[src/rtl/seqlock_wdt.sv]
module seqlock_wdt #(
  parameter int          DW     = 32,
  parameter logic [31:0] RELOAD = 32'hFFFF_FFFF
) (
  input  logic          clk,
  input  logic          rst_n,
  input  logic          wr_en,
  input  logic          rd_en,
  input  logic [1:0]    addr,
  input  logic [DW-1:0] wdata,
  input  logic          priv,
  output logic [DW-1:0] rdata,
  output logic          irq_flag,
  output logic          rst_req
);
  localparam logic [1:0]    A_CTRL  = 2'd0;
  localparam logic [1:0]    A_SETUP = 2'd1;
  localparam logic [1:0]    A_STAT  = 2'd2;
  localparam logic [DW-1:0] K_ARM1  = DW'(32'h1E1E_1E1E);
  localparam logic [DW-1:0] K_ARM2  = DW'(32'hE1E1_E1E1);
  localparam logic [DW-1:0] K_DIS1  = DW'(32'h1F1F_1F1F);
  localparam logic [DW-1:0] K_DIS2  = DW'(32'hF1F1_F1F1);
  localparam logic [DW-1:0] LOADV   = DW'(RELOAD);

  typedef enum logic [1:0] {SQ_IDLE, SQ_ARM, SQ_DIS} seq_t;

  seq_t          seq_q, seq_d;
  logic [DW-1:0] cnt_q;
  logic          run_q, act_q, keep_q;

  wire wr_ok   = wr_en && priv;
  wire ctrl_wr = wr_ok && (addr == A_CTRL);
  wire arm_go  = ctrl_wr && (seq_q == SQ_ARM) && (wdata == K_ARM2);
  wire dis_go  = ctrl_wr && (seq_q == SQ_DIS) && (wdata == K_DIS2);
  wire tick    = run_q && !dis_go && (cnt_q != '0);
  wire tc_hit  = tick && !arm_go && (cnt_q == DW'(1));
  wire clr_irq = wr_ok && (addr == A_STAT) && wdata[0];

  always_comb begin
    seq_d = seq_q;
    if (wr_ok) begin
      if (!ctrl_wr)             seq_d = SQ_IDLE;
      else if (wdata == K_ARM1) seq_d = SQ_ARM;
      else if (wdata == K_DIS1) seq_d = SQ_DIS;
      else                      seq_d = SQ_IDLE;
    end
  end

  always_ff @(posedge clk) begin
    if (!rst_n) begin
      seq_q    <= SQ_IDLE;
      cnt_q    <= '0;
      run_q    <= 1'b0;
      act_q    <= 1'b0;
      keep_q   <= 1'b0;
      irq_flag <= 1'b0;
      rst_req  <= 1'b0;
    end else begin
      seq_q <= seq_d;
      if (arm_go) begin
        cnt_q <= LOADV;
        run_q <= 1'b1;
      end else begin
        if (dis_go) run_q <= 1'b0;
        if (tick)   cnt_q <= cnt_q - DW'(1);
      end
      if (wr_ok && addr == A_SETUP) begin
        act_q  <= wdata[0];
        keep_q <= wdata[DW-1];
      end
      if (tc_hit && !act_q) irq_flag <= 1'b1;
      else if (clr_irq)     irq_flag <= 1'b0;
      rst_req <= tc_hit && act_q;
    end
  end

  always_comb begin
    rdata = '0;
    if (rd_en) begin
      case (addr)
        A_CTRL:  rdata = cnt_q;
        A_SETUP: rdata = {keep_q, {(DW-2){1'b0}}, act_q};
        A_STAT:  rdata = {{(DW-1){1'b0}}, irq_flag};
        default: rdata = '0;
      endcase
    end
  end


  arm_load_chk: assert property (@(posedge clk) disable iff (!rst_n)
    arm_go |=> (cnt_q == LOADV) && run_q);

  cnt_step_chk: assert property (@(posedge clk) disable iff (!rst_n)
    !arm_go |=> (cnt_q == $past(cnt_q)) || (cnt_q == $past(cnt_q) - DW'(1)));

  halt_hold_chk: assert property (@(posedge clk) disable iff (!rst_n)
    (!run_q && !arm_go) |=> $stable(cnt_q));

  zero_stop_chk: assert property (@(posedge clk) disable iff (!rst_n)
    (cnt_q == '0 && !arm_go) |=> cnt_q == '0);

  irq_at_tc_chk: assert property (@(posedge clk) disable iff (!rst_n)
    $rose(irq_flag) |-> (cnt_q == '0) && !rst_req);

  rst_pulse_chk: assert property (@(posedge clk) disable iff (!rst_n)
    rst_req |=> !rst_req);

  rst_at_tc_chk: assert property (@(posedge clk) disable iff (!rst_n)
    rst_req |-> cnt_q == '0);

  nopriv_setup_chk: assert property (@(posedge clk) disable iff (!rst_n)
    (wr_en && !priv) |=> $stable(act_q) && $stable(keep_q));

  tc_beats_clr_chk: assert property (@(posedge clk) disable iff (!rst_n)
    (tc_hit && !act_q) |=> irq_flag);
endmodule

[config.mk]
export PLATFORM = sky130hd
export DESIGN_NAME = seqlock_wdt
export DESIGN_NICKNAME = d
export VERILOG_FILES = /design/src/rtl/seqlock_wdt.sv
export SDC_FILE = /design/constraint.sdc
export NUM_CORES = 1
export LEC_CHECK = 0
export CAP_MARGIN = 20
export CORE_ASPECT_RATIO = 0.7
export CORE_MARGIN = 2
export CORE_UTILIZATION = 48
export DETAILED_ROUTE_END_ITERATION = 7
export PLACE_DENSITY = 0.81
export SYNTH_ARGS = -nofsm -noshare
export SYNTH_HDL_FRONTEND = slang
export SYNTH_SLANG_ARGS = --single-unit
[constraint.sdc]
create_clock -name clk -period 4.51 [get_ports clk]
set_input_delay 0.902 -clock clk [delete_from_list [all_inputs] [get_ports clk]]
set_output_delay 0.902 -clock clk [all_outputs]
set_load 0.02 [all_outputs]
==> out/metrics.yaml <==
setup_path:
  end_kind: "output port"
  start_kind: "input pin"
  cp_cell_sequence: "clkdlybuf4s50_1, nor3b_2, buf_4, and2_2, clkdlybuf4s50_1"
  crit-reg2reg-launch: "cnt_q[5]"
  cp_slowest_cell: "clkdlybuf4s50_1"
  r2r_slack_ps: 1400
  ff2ff_path_depth: 6
  crit_path_frequent_cell: "clkdlybuf4s50_1"
  crit_type: "input pin to output port"
  slowest_delay_ps: 590
  critPathMaxFanout: 20
  cp.arrival_ps: 2970
  cp_data_required_time_ps: 3610
  r2r-end: "cnt_q[24]"
logic_synthesis:
  yosys_warnings: 0
  synth_area_mm2: 0.00247
  synth-seq-cells: 39
  synth_nets: 329
  syn_avg_cell_area_um2: 8.61
  yosysSeqAreaShare_pct: 31.6
  synth-async-reset-ratio_pct: 0
  synth_edf_count: 0
  synth.distinct_cells: 53
  syn_inst: 287
  ys.flop_type: "dfxtp_1"
job:
  maxCapViolCount: 0
routing:
  drt_iter0_drc: 128
  drt-pass1-iter-count: 4
  vias: 2491
  via_per_inst: 5.86
  wirelength_um: 6670
  avgRoutedWirePerCell_um: 15.7
  drcViolationCount: 0
  drtAntennaViolNets: 0
placement:
  gp_congestion: 0.877
  io_buffers: 72
  dp_cells: 417
  post-dp-hpwl_um: 4970
global_routing:
  met3_usage_pct: 5.54
  groute.layer.met2.usage_pct: 35.8
  grt_pass1_wl_um: 11100
  grt_pass1_vias: 2255
  met1_usage_pct: 34.1
  grt.total_usage_pct: 23.5
  grt_max_degree: 35
  grt_busiest_layer: "met2"
  overflow: 0
  grt_antenna_before_repair: 0
die:
  core_region_area_mm2: 0.00486
  initial_utilization_pct: 50.8
  dieArea_mm2: 0.00574
  fp.dieW_um: 89.7
  num_rows: 21
  die_y_um: 64.0
  io_pins: 73
final_layout:
  final-seq-area_um2: 781
  layout.nets: 397
  synthToLayoutAreaGrowth_pct: 35.2
  multi_input_area_mm2: 0.00160
  layout_common_cells: "clkdlybuf4s50_1 (72), dfxtp_1 (39), and2_1 (31), a21oi_1 (20), xnor2_1 (16)"
  fin_cells: 425
  final_common_cell: "clkdlybuf4s50_1"
  fillers: 420
  diodes: 0
  drive_gt1_share_pct: 8.99
sta:
  max_freq_mhz: 258
  worst_pin_slew_ps: 949
  finalCritPeriodShare_pct: 85.9
  rsz0062_at_grt: "false"
  fin_skew_ps: 8.97
  period_minus_slack_ps: 3870
  final_max_slew_viol_count: 0
  slew_headroom_pct: 36.4
  setup_violations: 0
  finalHoldViolCount: 0
  setup_tns_ps: 0
hold_path:
  worst_hold_path.endpoint: "rst_req"
  min_from: "act_q"
  holdPathStages: 2
  min_path_type: "flip-flop to flip-flop"
clock_network:
  ctsHoldBuffers: 0
  htreeDepth: 2
  cts_buffers: 5
  cts.sinks: 39
  cts.repair.resized: 0
  cts_tree: "done"
  insertion_delay_ps: 280
  cts-root-buf: "clkbuf_8"
  cts_buffer_depth: 2
  clkTransAtPathRegs_ps: 70
  post_cts_buffers: 0
power:
  powerDensity_mw_per_mm2: 188
  ir_worst_vdd_mv: 0.128
  p_leak_nw: 1.19
outcome:
  status: "finished clean"
## Yosys cell counts, types with 3 or more instances
| cell type | number | area (µm²) |
|---|---|---|
| a2111oi_0 | 9 | 78.8 |
| a211oi_1 | 4 | 30.0 |
| a21o_1 | 3 | 22.5 |
| a21oi_1 | 20 | 100 |
| a31oi_1 | 13 | 81.3 |
| and2_1 | 31 | 194 |
| and4_1 | 3 | 26.3 |
| clkbuf_1 | 14 | 52.6 |
| dfxtp_1 | 39 | 781 |
| ha_1 | 3 | 37.5 |
| inv_1 | 8 | 30.0 |
| mux2i_1 | 5 | 50.1 |
| nand2_1 | 10 | 37.5 |
| nand2b_1 | 3 | 18.8 |
| nand3_1 | 8 | 40.0 |
| nand4_1 | 3 | 18.8 |
| nor2_1 | 8 | 30.0 |
| nor4_1 | 10 | 62.6 |
| nor4bb_1 | 3 | 30.0 |
| o21ai_0 | 6 | 30.0 |
| o31ai_1 | 6 | 45.0 |
| or3_1 | 6 | 37.5 |
| or3_2 | 5 | 37.5 |
| or4_1 | 11 | 82.6 |
| or4_4 | 4 | 45.0 |
| xnor2_1 | 16 | 140 |
## cell type report
cell class,instances,area share [%]
multi-input cells,223,47.9
inverters,9,1.01
flip-flops and latches,39,23.4
well taps,69,2.59
clock inverters,1,0.150
repair buffers,77,22.7
clock buffers,7,2.29
## kinds of logic after synthesis
family                     after synthesis  share of synthesized area (%)
AOI/OAI and AO/OA                       71                           20.6
xor gates and xnor gates                16                           5.67
adders and majority gates                3                           1.52
buffers and inverters                   25                           3.85
DFF                                     39                           31.6
muxes                                    5                           2.03
and+or+nand+nor                        128                           34.8
## worst max-delay path, delay by kind of cell
family	cells	cell delay, ps
buf+inv	3	1420
simple gates	2	650
## state kept, by name, summed over array words and instances, names as in the netlist
register  cells
act_q         1
cnt_q        32
irq_flag      1
keep_q        1
rst_req       1
run_q         1
seq_q         2
## worst max path at each step
stage	to	slack (ps)	from
final	rdata[5]	640	addr[0]
after global placement	rdata[5]	660	addr[0]
after floorplan	cnt_q[29]	1080	wdata[17]
after CTS	rdata[5]	610	addr[0]
after detailed placement	rdata[5]	610	addr[0]
after global routing	rdata[5]	440	addr[0]
## power by group
group          leakage [nW]  internal, mW  switching (mW)
Clock                0.0422         0.109           0.116
Combinational         0.831        0.0356          0.0224
Sequential            0.314         0.344        0.000274
Total                  1.19         0.489           0.139
## metrics by stage
stage / utilization [%] / hold slack [ps] / total power, mW / setup slack (ps) / cell area (µm²)
floorplan: - / 431 / 0.367 / 1080 / 2470
global placement: 67.0 / 459 / 0.409 / 661 / 3260
detailed placement: 67.0 / 453 / 0.410 / 608 / 3260
CTS: 68.7 / 465 / 0.627 / 606 / 3340
global route: 68.7 / 495 / 0.646 / 437 / 3340
finish: 68.7 / 466 / 0.627 / 637 / 3340
## per-layer routing
metal  vias up  routed length (µm)
li1       1234                   -
met1      1166                3240
met2        83                2970
met3         8                 396
met4         0                  64
met5         -                   0
No activity file was read; power rests on OpenSTA's default activity.
